$ cat src/rtl/twc_pkg.sv
package twc_pkg;
  typedef enum logic [2:0] {
    ST_DONE = 3'd0,
    ST_WAIT = 3'd1,
    ST_TEST = 3'd2,
    ST_HEAT = 3'd3,
    ST_COOL = 3'd4
  } twc_state_e;
endpackage

$ cat src/rtl/twc_limits.sv
module twc_limits #(
  parameter int TW = 10,
  parameter int PW = 8
) (
  input  logic          clk_i,
  input  logic          rst_ni,
  input  logic          load_i,
  input  logic [TW-1:0] upper_i,
  input  logic [TW-1:0] lower_i,
  input  logic [TW-1:0] resume_i,
  input  logic [PW-1:0] thr_pwr_i,
  output logic [TW-1:0] upper_o,
  output logic [TW-1:0] lower_o,
  output logic [TW-1:0] resume_o,
  output logic [TW-1:0] mid_o,
  output logic [PW-1:0] thr_pwr_o
);
  localparam int SW = TW + 1;

  logic [SW-1:0] sum;
  assign sum = {1'b0, upper_i} + {1'b0, lower_i};

  always_ff @(posedge clk_i or negedge rst_ni) begin
    if (!rst_ni) begin
      upper_o   <= '0;
      lower_o   <= '0;
      resume_o  <= '0;
      mid_o     <= '0;
      thr_pwr_o <= '0;
    end else if (load_i) begin
      upper_o   <= upper_i;
      lower_o   <= lower_i;
      resume_o  <= resume_i;
      mid_o     <= sum[SW-1:1];
      thr_pwr_o <= thr_pwr_i;
    end
  end

  AST_MID_BOUND: assert property (@(posedge clk_i) disable iff (!rst_ni)
    (lower_o <= upper_o) |-> (mid_o >= lower_o && mid_o <= upper_o));
endmodule

$ cat src/rtl/twc_compare.sv
module twc_compare #(
  parameter int TW = 10,
  parameter int PW = 8
) (
  input  logic [TW-1:0] temp_i,
  input  logic [TW-1:0] upper_i,
  input  logic [TW-1:0] lower_i,
  input  logic [TW-1:0] resume_i,
  input  logic [TW-1:0] mid_i,
  input  logic [PW-1:0] next_pwr_i,
  input  logic [PW-1:0] thr_pwr_i,
  output logic          above_upper_o,
  output logic          below_lower_o,
  output logic          below_resume_o,
  output logic          heat_done_o
);
  logic          hot_tests;
  logic [TW-1:0] heat_target;

  assign above_upper_o  = temp_i > upper_i;
  assign below_lower_o  = temp_i < lower_i;
  assign below_resume_o = temp_i < resume_i;
  // power-hungry tests warm the core themselves: stop heating at the lower bound
  assign hot_tests      = next_pwr_i > thr_pwr_i;
  assign heat_target    = hot_tests ? lower_i : mid_i;
  assign heat_done_o    = temp_i >= heat_target;
endmodule

$ cat src/rtl/twc_fsm.sv
module twc_fsm
  import twc_pkg::*;
#(
  parameter int CW = 12
) (
  input  logic          clk_i,
  input  logic          rst_ni,
  input  logic          load_i,
  input  logic [CW-1:0] count_i,
  input  logic          grant_i,
  input  logic          above_upper_i,
  input  logic          below_lower_i,
  input  logic          below_resume_i,
  input  logic          heat_done_i,
  output twc_state_e    state_o
);
  twc_state_e    state_q, state_d;
  logic [CW-1:0] left_q, left_d;

  always_comb begin
    state_d = state_q;
    left_d  = left_q;
    if (load_i) begin
      left_d  = count_i;
      state_d = (count_i == '0) ? ST_DONE : ST_WAIT;
    end else begin
      unique case (state_q)
        ST_WAIT: if (grant_i) begin
          if (above_upper_i)      state_d = ST_COOL;
          else if (below_lower_i) state_d = ST_HEAT;
          else                    state_d = ST_TEST;
        end
        ST_TEST: begin
          if (above_upper_i)      state_d = ST_COOL;
          else if (below_lower_i) state_d = ST_WAIT;
          else begin
            left_d = left_q - 1'b1;
            if (left_q == CW'(1)) state_d = ST_DONE;
          end
        end
        ST_HEAT: begin
          if (above_upper_i)    state_d = ST_COOL;
          else if (heat_done_i) state_d = ST_TEST;
        end
        ST_COOL: if (below_resume_i) state_d = ST_WAIT;
        default: state_d = ST_DONE;
      endcase
    end
  end

  always_ff @(posedge clk_i or negedge rst_ni) begin
    if (!rst_ni) begin
      state_q <= ST_DONE;
      left_q  <= '0;
    end else begin
      state_q <= state_d;
      left_q  <= left_d;
    end
  end

  assign state_o = state_q;

  AST_WAIT_HOLD: assert property (@(posedge clk_i) disable iff (!rst_ni)
    (state_q == ST_WAIT && !grant_i && !load_i) |=> state_q == ST_WAIT);
  AST_TEST_HOT: assert property (@(posedge clk_i) disable iff (!rst_ni)
    (state_q == ST_TEST && above_upper_i && !load_i) |=> state_q == ST_COOL);
  AST_TEST_COLD: assert property (@(posedge clk_i) disable iff (!rst_ni)
    (state_q == ST_TEST && below_lower_i && !load_i) |=> state_q == ST_WAIT);
  AST_HEAT_OVER: assert property (@(posedge clk_i) disable iff (!rst_ni)
    (state_q == ST_HEAT && above_upper_i && !load_i) |=> state_q == ST_COOL);
  AST_COOL_HOLD: assert property (@(posedge clk_i) disable iff (!rst_ni)
    (state_q == ST_COOL && !below_resume_i && !load_i) |=> state_q == ST_COOL);
  AST_DONE_STICKY: assert property (@(posedge clk_i) disable iff (!rst_ni)
    (state_q == ST_DONE && !load_i) |=> state_q == ST_DONE);
  AST_TEST_LEFT: assert property (@(posedge clk_i) disable iff (!rst_ni)
    (state_q == ST_TEST) |-> left_q != '0);
endmodule

$ cat src/rtl/thermal_window_ctrl.sv
module thermal_window_ctrl
  import twc_pkg::*;
#(
  parameter int TW = 10,
  parameter int PW = 8,
  parameter int CW = 12
) (
  input  logic          clk_i,
  input  logic          rst_ni,
  input  logic          load_i,
  input  logic [TW-1:0] upper_i,
  input  logic [TW-1:0] lower_i,
  input  logic [TW-1:0] resume_i,
  input  logic [PW-1:0] thr_pwr_i,
  input  logic [CW-1:0] count_i,
  input  logic [TW-1:0] temp_i,
  input  logic [PW-1:0] next_pwr_i,
  input  logic          grant_i,
  output logic [2:0]    state_o,
  output logic          req_o,
  output logic          hold_o
);
  logic [TW-1:0] upper_q, lower_q, resume_q, mid_q;
  logic [PW-1:0] thr_q;
  logic          above_upper, below_lower, below_resume, heat_done;
  twc_state_e    state;

  twc_limits #(.TW(TW), .PW(PW)) u_limits (
    .clk_i     (clk_i),
    .rst_ni    (rst_ni),
    .load_i    (load_i),
    .upper_i   (upper_i),
    .lower_i   (lower_i),
    .resume_i  (resume_i),
    .thr_pwr_i (thr_pwr_i),
    .upper_o   (upper_q),
    .lower_o   (lower_q),
    .resume_o  (resume_q),
    .mid_o     (mid_q),
    .thr_pwr_o (thr_q)
  );

  twc_compare #(.TW(TW), .PW(PW)) u_compare (
    .temp_i         (temp_i),
    .upper_i        (upper_q),
    .lower_i        (lower_q),
    .resume_i       (resume_q),
    .mid_i          (mid_q),
    .next_pwr_i     (next_pwr_i),
    .thr_pwr_i      (thr_q),
    .above_upper_o  (above_upper),
    .below_lower_o  (below_lower),
    .below_resume_o (below_resume),
    .heat_done_o    (heat_done)
  );

  twc_fsm #(.CW(CW)) u_fsm (
    .clk_i          (clk_i),
    .rst_ni         (rst_ni),
    .load_i         (load_i),
    .count_i        (count_i),
    .grant_i        (grant_i),
    .above_upper_i  (above_upper),
    .below_lower_i  (below_lower),
    .below_resume_i (below_resume),
    .heat_done_i    (heat_done),
    .state_o        (state)
  );

  assign state_o = state;
  assign req_o   = (state == ST_WAIT);
  assign hold_o  = (state == ST_TEST) || (state == ST_HEAT);

  AST_REQ_HOLD_EXCL: assert property (@(posedge clk_i) disable iff (!rst_ni)
    !(req_o && hold_o));
  AST_COOL_IDLE: assert property (@(posedge clk_i) disable iff (!rst_ni)
    (state == ST_COOL) |-> (!req_o && !hold_o));
endmodule

$ cat config.mk
export PLATFORM = sky130hd
export DESIGN_NAME = thermal_window_ctrl
export DESIGN_NICKNAME = d
export VERILOG_FILES = /design/src/rtl/twc_pkg.sv /design/src/rtl/twc_limits.sv /design/src/rtl/twc_compare.sv /design/src/rtl/twc_fsm.sv /design/src/rtl/thermal_window_ctrl.sv
export SDC_FILE = /design/constraint.sdc
export NUM_CORES = 1
export LEC_CHECK = 0
export BUFFER_PORTS_ARGS = -buffer_cell sky130_fd_sc_hd__buf_2
export CAP_MARGIN = 15
export CORE_UTILIZATION = 43
export CTS_BUF_LIST = sky130_fd_sc_hd__clkbuf_4 sky130_fd_sc_hd__clkbuf_8
export DETAILED_ROUTE_END_ITERATION = 16
export PLACE_DENSITY = 0.64
export RECOVER_POWER = 100
export SYNTH_ARGS = -nofsm -noshare
export SYNTH_HDL_FRONTEND = slang
export SYNTH_SLANG_ARGS = --single-unit
$ cat constraint.sdc
create_clock -name clk_i -period 5.15 [get_ports clk_i]
set_clock_uncertainty 0.05 [all_clocks]
set_input_delay 1.03 -clock clk_i [delete_from_list [all_inputs] [get_ports clk_i]]
set_output_delay 1.03 -clock clk_i [all_outputs]
set_load 0.02 [all_outputs]
Word level (Yosys, flattened, before mapping)
Cells that the tools add are included.
{"block": "word_totals", "reg_bits": 63, "input_bits": 72, "output_inout_bits": 5, "elab_cells": 47}
{"block": "classes", "n_addsub": 2, "order_cmp": 5, "eq_ne": 11, "muxes": 17, "reduce_logical": 5}
{"cell": "$mux W12", "count": 4}
{"cell": "$mux W3", "count": 9}
{"cell": "$lt A10 B10 Y1", "count": 2}
{"cell": "$eq A12 B1 Y1 const B", "count": 1}
{"cell": "$logic_not A12 Y1", "count": 1}
{"cell": "$pmux W3 S4", "count": 1}
{"cell": "$sub A12 B1 Y12 const B", "count": 1}
{"cell": "$add A10 B10 Y11", "count": 1}
{"cell": "$ge A10 B10 Y1", "count": 1}
{"cell": "$gt A10 B10 Y1", "count": 1}
{"cell": "$mux W10", "count": 1}
{"cell": "$gt A8 B8 Y1", "count": 1}
{"cell": "$eq A3 B2 Y1 const B", "count": 2}
{"cell": "$ne A3 B3 Y1 const B", "count": 2}
{"cell": "$ne A5 B4 Y1 const B", "count": 1}
{"cell": "$ne A2 B2 Y1 const B", "count": 2}
{"cell": "$ne A4 B4 Y1 const B", "count": 1}
{"cell": "$reduce_and A4 Y1", "count": 1}
{"cell": "$eq A3 B1 Y1 const B", "count": 1}
{"cell": "$eq A3 B3 Y1 const B", "count": 1}
{"cell": "$reduce_and A3 Y1", "count": 1}
{"cell": "$mux W1", "count": 2}
{"cell": "$reduce_bool A2 Y1", "count": 1}
{"cell": "$logic_or A1 B1 Y1", "count": 1}

Longest topological paths before layout
Gate-level depths: netlist of run 1.
{"block": "depth", "word_depth": 7, "depth_mapped": 18, "mapped_depth_nobuf": 17}

Hierarchy
Synthesis of run 1 repeated with hierarchy kept, for this count alone.
{"block": "unflattened", "cells_unflattened": 427, "hier_area_um2": 4375.4}
{"module": "twc_limits", "n_inst": 1, "cells_per_inst": 168, "area_per_inst_um2": 2209.6, "seq_area_each_um2": 1201.2}
{"module": "twc_compare", "n_inst": 1, "cells_per_inst": 152, "area_per_inst_um2": 1208.7, "seq_area_each_um2": 0.0}
{"module": "twc_fsm", "n_inst": 1, "cells_per_inst": 105, "area_per_inst_um2": 938.4, "seq_area_each_um2": 375.4}
{"module": "thermal_window_ctrl", "n_inst": 1, "cells_per_inst": 2, "area_per_inst_um2": 18.8, "seq_area_each_um2": 0.0}

Worst setup path before layout of run 1
OpenSTA, ideal clock, no wires.
{"block": "synth_path", "path_type": "input-to-reg", "from": "in next_pwr_i[1]", "to": "reg u_fsm.state_q[0] (netlist: u_fsm.state_o[0])", "arrival_ns": 3.693, "t_required_ns": 4.971, "slack_ns": 1.277, "path_stages": 17, "path_buffers": 1, "path_cell_list": "ha_1 -> nor2b_1 -> o21ai_0 -> nand2b_1 -> a21oi_1 -> o21ai_0 -> o21a_1 -> buf_2 -> mux2_2 -> ha_1 -> nor3b_1 -> o21ai_0 -> a211o_1 -> a31oi_1 -> a31oi_1 -> o32ai_1 -> a21oi_1"}
{"block": "synth_between", "elab_chain_len": 5}
{"item": "start, declared", "line_no": "thermal_window_ctrl.sv:17", "rtl": "input logic [PW-1:0] next_pwr_i,"}
{"item": "$gt A8 B8 Y1", "line_no": "twc_compare.sv:24", "rtl": "assign hot_tests = next_pwr_i > thr_pwr_i;"}
{"item": "$mux W10", "line_no": "twc_compare.sv:25", "rtl": "assign heat_target = hot_tests ? lower_i : mid_i;"}
{"item": "$ge A10 B10 Y1", "line_no": "twc_compare.sv:26", "rtl": "assign heat_done_o = temp_i >= heat_target;"}
{"item": "$ne A4 B4 Y1 (no line)"}
{"item": "$reduce_and A4 Y1 (no line)"}
{"item": "end signal, assigned", "line_no": "twc_fsm.sv:56", "rtl": "state_q <= state_d;"}
{"item": "end, declared", "line_no": "twc_fsm.sv:17", "rtl": "twc_state_e state_q, state_d;"}
No other way between the ends.
A chain may end at the register's enable or synchronous reset.

Worst setup path after layout of run 1
{"block": "layout_path", "from": "in load_i", "to": "reg u_limits.mid_o[3]"}
{"item": "start, declared", "line_no": "thermal_window_ctrl.sv:10", "rtl": "input logic load_i,"}
{"item": "end signal, assigned", "line_no": "twc_limits.sv:34", "rtl": "mid_o <= sum[SW-1:1];"}
{"item": "end, declared", "line_no": "twc_limits.sv:15", "rtl": "output logic [TW-1:0] mid_o,"}
No word-level cell between the ends.

==> metrics.cfg, run 1 <==
[status]
status=finished with violations
violations=max-capacitance violations, max-slew violations

[global_route]
antenna_found_initial=0
overflow=0
met1_usage=0.263
track_usage=0.205
first_global_vias=3551
grt_pass1_wl_um=16300
grt_busiest_layer=met2
met3_usage=0.0465
grt_max_degree=67
met2_usage=0.332

[critical_path]
cp_slowest_cell=clkbuf_1
r2r-end=u_fsm.state_o[0]
worstSetupStartpoint=load_i
cpPeakStageDelay_ns=1.73
worst_ep_arrival_time_ns=4.45
crit_fanout=66
crit_chain=clkbuf_1 -> clkbuf_1 -> mux2_2
path_class=in -> reg
rrSetupSlack_ns=1.49
setup.worst_path.end_class=register
start_kind=input pin
reg2regPathDepth=17
cp.required_ns=5.33
crit_path_frequent_cell=clkbuf_1
r2r_start=u_limits.thr_pwr_o[1]

[layout]
num-fill-cells=914
final_area_um2=4920
layout.nets=668
antenna_cells=0
syn2layout_area_growth_pct=16.4
stdcell_count=672
drive_above_1_share=0.182

[sta]
tightest_slew_ns=2.49
rsz0062_at_grt=false
finalSetupTns_ns=0
layout_min_cycle_time_ns=4.27
max_slew_margin=-0.657
setup_viol_count_final=0
fin_crit_sh=0.829
finalWorstSetupSlack_ns=0.879
clock.fmax_mhz=234
report.final.slew_viol_count=189
finalHoldViolations=0

[pwr]
combinationalPowerShare=0.244
p_leak_nw=2.39
switching_share=0.295
finalPower_w=0.00144
power-per-cell-area_nw_per_um2=293
netSwitchingPower_w=0.000426
p_int_w=0.00102
vdd_drop_max_uv=143
seqPwrFrac=0.405
clkPwrFrac=0.351

[floorplan]
die_h_um=101
die_w_um=101
fp.dieArea_um2=10200
coreArea_um2=9370
start_util=0.451
io_pins=77
num_rows=35

[place]
hpwl_um=7370
dp_slack_ns=0.724
io_buffers=76
dp.cells=656
place_congestion=0.852
dpl-instance-area_um2=4710

[synth]
synth_nets=596
synth.most_common_cell=dfrtp_1
synth_area_leaders=dfrtp_1 (37%), ha_1 (17%), o21ai_0 (7.0%), nand2_1 (5.3%), inv_1 (4.1%)
synth_top_flop_cell=dfrtp_1
synth-edff-count=0
synth_top_area_frac=0.373
ys_seq_area_frac=0.373
synth_top_area_cell=dfrtp_1
ys_types=51
ys_async_sr_fraction=1.00
synth_common_cells=dfrtp_1 (63), nand2_1 (60), o21ai_0 (59)
synth_area_um2=4230
yosys_warnings=0
syn_area_per_cell_um2=9.07
synth_cells=466
ys_seq_elements=63

[worst_hold_path]
worstHoldStart=u_limits.mid_o[2]
hp-class=reg -> reg
hold-path-endpoint=u_limits.mid_o[2]
holdPathStages=1

[clock_network]
htreeDepth=3
cts_tree=yes
cts_made_buffers=9
insertion_delay_ns=0.35
post_cts_buffers=0
clock-sinks=63
clockBufferDepth=2
clkSlewWorstSetupHoldPaths_ns=0.06
cts_resized=0
cts_hold_buf=0
cts-root-buf=clkbuf_8

[route]
drc_errors=0
wl_per_cell_um=14.4
routed_wl_um=9660
firstDrtPassIters=4
drt.antenna.violating_nets=0
drtIter0Drc=86
dr_total_vias=3490
vias_per_cell=5.19

[job]
cap_viol_max_count=4

==> power groups by stage <==
stage	clock, W	combinational (W)	sequential (W)
floorplan	0	0.000248	0.000583
global placement	0	0.000346	0.000592
detailed placement	0	0.000358	0.000592
CTS	0.000518	0.000360	0.000584
global route	0.000536	0.000410	0.000590
finish	0.000506	0.000352	0.000584
==> per-stage QoR <==
stage / util / hold slack (ns)
3_5_place_dp: 0.503 / 0.422
2_1_floorplan: - / 0.399
6_report: 0.525 / 0.432
4_1_cts: 0.527 / 0.436
3_3_place_gp: 0.503 / 0.431
5_1_grt: 0.525 / 0.449
==> area by class of cell <==
cell class / instances / area, um^2 / area share
clock buffer: 13 / 166 / 0.0338
inverter: 46 / 173 / 0.0351
timing repair buffer: 78 / 378 / 0.0768
clock inverter: 3 / 65.1 / 0.0132
multi-input combinational: 340 / 2400 / 0.488
tap: 129 / 161 / 0.0328
sequential: 63 / 1580 / 0.321
==> registers in the layout, summed over array words and instances (netlist names) <==
register            count
u_limits.thr_pwr_o      8
u_limits.upper_o       10
u_fsm.state_o           3
u_limits.mid_o         10
u_limits.resume_o      10
u_fsm.left_q           12
u_limits.lower_o       10
==> metal layers <==
| metal | part of all wire | vias up |
|---|---|---|
| met3 | 0.037 | 17 |
| met1 | 0.49 | 1627 |
| li1 | - | 1781 |
| met4 | 0.022 | 0 |
| met5 | 0 | - |
| met2 | 0.46 | 65 |
==> how the worst max path moves through the flow <==
| stage | to | slack [ns] | cells after the start |
|---|---|---|---|
| detailed placement | u_fsm.state_o[0] | 0.72 | 17 |
| finish | u_limits.mid_o[3] | 0.88 | 3 |
| global route | u_limits.mid_o[3] | 0.47 | 3 |
| global placement | u_fsm.state_o[0] | 0.85 | 17 |
| floorplan | u_fsm.state_o[0] | 1.28 | 17 |
| CTS | u_fsm.state_o[0] | 1.09 | 17 |
==> worst max-delay path: cells and delay by family <==
kind	cells	cell delay [ns]
buf+inv	2	2.97
mux	1	0.44
==> cell usage in the layout, fill, tap and decap left out, types with 3 or more instances in the layout <==
cell,n
dfrtp_1,63
a21o_1,6
or3_1,4
o21a_1,6
nor4_1,4
nand4b_1,4
mux2_2,10
ha_1,57
buf_2,68
nand4_1,7
nand3_1,6
nor2_1,17
nand2_1,60
xnor2_1,7
clkbuf_8,11
inv_1,46
nand2b_1,6
mux2i_1,9
nor2b_1,5
clkbuf_1,10
xor2_1,8
a21boi_0,3
o21ai_0,60
a21oi_1,20
nor3_1,7
a31oi_1,5
==> cells by family (layout without fill, tap and decap cells) <==
family,Yosys count,in the layout,share of synthesized area
simple gates,130,130,0.149
compound gates,118,118,0.168
flops,63,63,0.373
buf+inv,63,140,0.0580
fa+ha+maj,58,58,0.174
mux,19,19,0.0480
xor+xnor,15,15,0.0311
Note: power is estimated with default switching activity, not from simulation.
==> run 2, diff against run 1 <==
==> constraint.sdc (replaced) <==
create_clock -name clk_i -period 4.3 [get_ports clk_i]
set_clock_uncertainty 0.05 [all_clocks]
set_input_delay 0.86 -clock clk_i [delete_from_list [all_inputs] [get_ports clk_i]]
set_output_delay 0.86 -clock clk_i [all_outputs]
set_load 0.02 [all_outputs]
==> metrics.cfg, run 2 (synthesis gave the netlist of run 1 again) <==
[status]
status=finished with violations  ; unchanged
violations=max-capacitance violations, max-slew violations  ; unchanged

[route]
drtIter0Drc=141  ; was 86
routed_wl_um=9680  ; was 9660 um
drc_errors=0  ; unchanged
firstDrtPassIters=4  ; unchanged
dr_total_vias=3472  ; was 3490
wl_per_cell_um=14.3  ; was 14.4 um
vias_per_cell=5.14  ; was 5.19
drt.antenna.violating_nets=0  ; unchanged

[layout]
largest_register_ffs=12  ; unchanged
syn2layout_area_growth_pct=16.4  ; unchanged
final_cell_mix=buf_2 (68), dfrtp_1 (63), nand2_1 (60), o21ai_0 (59), ha_1 (57)  ; was buf_2 (68), dfrtp_1 (63), nand2_1 (60), o21ai_0 (60), ha_1 (57)
final_common_cell=buf_2  ; unchanged
num-fill-cells=938  ; was 914
antenna_cells=0  ; unchanged
layout.nets=672  ; was 668
ff_latch_area_um2=1580  ; unchanged
utilization=0.525  ; unchanged
multi_input_area_um2=2390  ; was 2400 um^2
drive_above_1_share=0.183  ; was 0.182
top_register=u_fsm.left_q  ; unchanged

[worst_hold_path]
hold-path-endpoint=u_limits.mid_o[0]  ; was u_limits.mid_o[2]
worstHoldStart=u_limits.mid_o[0]  ; was u_limits.mid_o[2]
holdPathStages=2  ; was 1
hp-class=reg -> reg  ; unchanged

[global_route]
track_usage=0.209  ; was 0.205
grt_pass1_wl_um=16500  ; was 16300 um
overflow=0  ; unchanged
met2_usage=0.336  ; was 0.332
met3_usage=0.0437  ; was 0.0465
antenna_found_initial=0  ; unchanged
first_global_vias=3541  ; was 3551
grt_max_degree=47  ; was 67
met1_usage=0.276  ; was 0.263
grt_busiest_layer=met2  ; unchanged

[critical_path]
cp_slowest_cell=clkbuf_1  ; unchanged
start_kind=input pin  ; unchanged
crit_chain=buf_2 -> ha_1 -> nor2b_1 -> o21ai_0 -> nand2b_1 -> a21oi_1 -> o21ai_0 -> o21a_1 -> clkbuf_1 -> mux2i_1 -> ha_1 -> o2111ai_1 -> nor2_1 -> a211o_1 -> a31oi_1 -> a31oi_1 -> o32ai_1 -> a21oi_1  ; was clkbuf_1 -> clkbuf_1 -> mux2_2
cpPeakStageDelay_ns=0.37  ; was 1.73 ns
reg2regPathDepth=18  ; was 17
worstSetupStartpoint=next_pwr_i[1]  ; was load_i
path_class=in -> reg  ; unchanged
worst_ep_arrival_time_ns=3.98  ; was 4.45 ns
setup.worst_path.end_class=register  ; unchanged
critPathTopFamily=compound AO/OA/AOI/OAI gates  ; was buffers and inverters
cp.required_ns=4.49  ; was 5.33 ns
rrSetupSlack_ns=0.73  ; was 1.49 ns
cp_num_buf_inv=2  ; unchanged
r2r_start=u_limits.thr_pwr_o[1]  ; unchanged
r2r-end=u_fsm.state_o[0]  ; unchanged
crit_fanout=5  ; was 66

[clock_network]
cts_hold_buf=0  ; unchanged
cts_made_buffers=9  ; unchanged
cts_resized=0  ; unchanged
clkSlewWorstSetupHoldPaths_ns=0.08  ; was 0.06 ns
clockBufferDepth=2  ; unchanged
insertion_delay_ns=0.36  ; was 0.35 ns
post_cts_buffers=0  ; unchanged
htreeDepth=3  ; unchanged
cts_tree=yes  ; unchanged
cts-root-buf=clkbuf_8  ; unchanged
clock-sinks=63  ; unchanged

[job]
cap_viol_max_count=2  ; was 4

[sta]
finalSetupTns_ns=0  ; unchanged
clock.fmax_mhz=264
layout_min_cycle_time_ns=3.79
finalHoldViolations=0  ; unchanged
rsz0062_at_grt=false  ; unchanged
report.final.slew_viol_count=75  ; was 189
setup_viol_count_final=0  ; unchanged
max_slew_margin=-0.139  ; was -0.657
tightest_slew_ns=1.71  ; was 2.49 ns
fin_crit_sh=0.882

[pwr]
power-per-cell-area_nw_per_um2=347  ; was 293 nW/um^2
seqPwrFrac=0.411  ; was 0.405
vdd_drop_max_uv=186  ; was 143 uV
clkPwrFrac=0.337  ; was 0.351
combinationalPowerShare=0.252  ; was 0.244
switching_share=0.308  ; was 0.295
netSwitchingPower_w=0.000524  ; was 0.000426 W
p_int_w=0.00118  ; was 0.00102 W
p_leak_nw=2.39  ; about the same

[floorplan]
num_rows=35  ; unchanged
fp.dieArea_um2=10200  ; unchanged
die_h_um=101  ; unchanged
start_util=0.451  ; unchanged
die_w_um=101  ; unchanged
coreArea_um2=9370  ; unchanged
io_pins=77  ; unchanged

[place]
io_buffers=76  ; unchanged
hpwl_um=7440  ; was 7370 um
place_congestion=0.845  ; was 0.852

-- run 2: worst max path at each step --
stage | end | slack [ns] | cells after the start
final | u_fsm.state_o[0] | 0.51 | 18
after global routing | u_fsm.state_o[0] | 0.22 | 18
after CTS | u_fsm.state_o[0] | 0.71 | 18
after detailed placement | u_fsm.state_o[0] | 0.32 | 18
after global placement | u_fsm.state_o[0] | 0.48 | 18
after floorplan | u_fsm.state_o[0] | 0.60 | 17
-- run 2: final cells by class --
| cell class | instances | share of cell area |
|---|---|---|
| multi-input combinational | 340 | 0.487 |
| sequential | 63 | 0.321 |
| timing repair buffer | 82 | 0.0809 |
| inverter | 46 | 0.0351 |
| tap | 129 | 0.0328 |
| clock buffer | 10 | 0.0267 |
| clock inverter | 6 | 0.0173 |
-- run 2: tightest hold or removal path: stages, from the launching register on --
cell     delay (ns)
dfrtp_1        0.36
nand2_1        0.05
o21ai_0        0.06
-- run 2: routing by layer --
layer  share of wire  vias up  routed length [um]
met5               0        -                   0
met3           0.041       17                 399
met2            0.45       65                4400
li1                -     1783                   -
met4           0.021        0                 205
met1            0.48     1607                4670
-- run 2: through the flow --
stage	setup WS (ns)	power (W)	instances	instance area (um^2)	hold WS, ns
floorplan	0.597	0.000995	466	4230	0.399
global placement	0.483	0.00113	660	4740	0.442
detailed placement	0.316	0.00114	660	4740	0.442
CTS	0.712	0.00173	676	4960	0.460
global route	0.221	0.00181	676	4920	0.492
finish	0.507	0.00170	676	4920	0.457
-- run 2: power by group through the flow --
| stage | combinational, W | clock [W] | sequential, W |
|---|---|---|---|
| finish | 0.000430 | 0.000574 | 0.000700 |
| global route | 0.000496 | 0.000609 | 0.000707 |
| global placement | 0.000419 | 0 | 0.000711 |
| floorplan | 0.000297 | 0 | 0.000698 |
| CTS | 0.000438 | 0.000591 | 0.000699 |
| detailed placement | 0.000435 | 0 | 0.000709 |
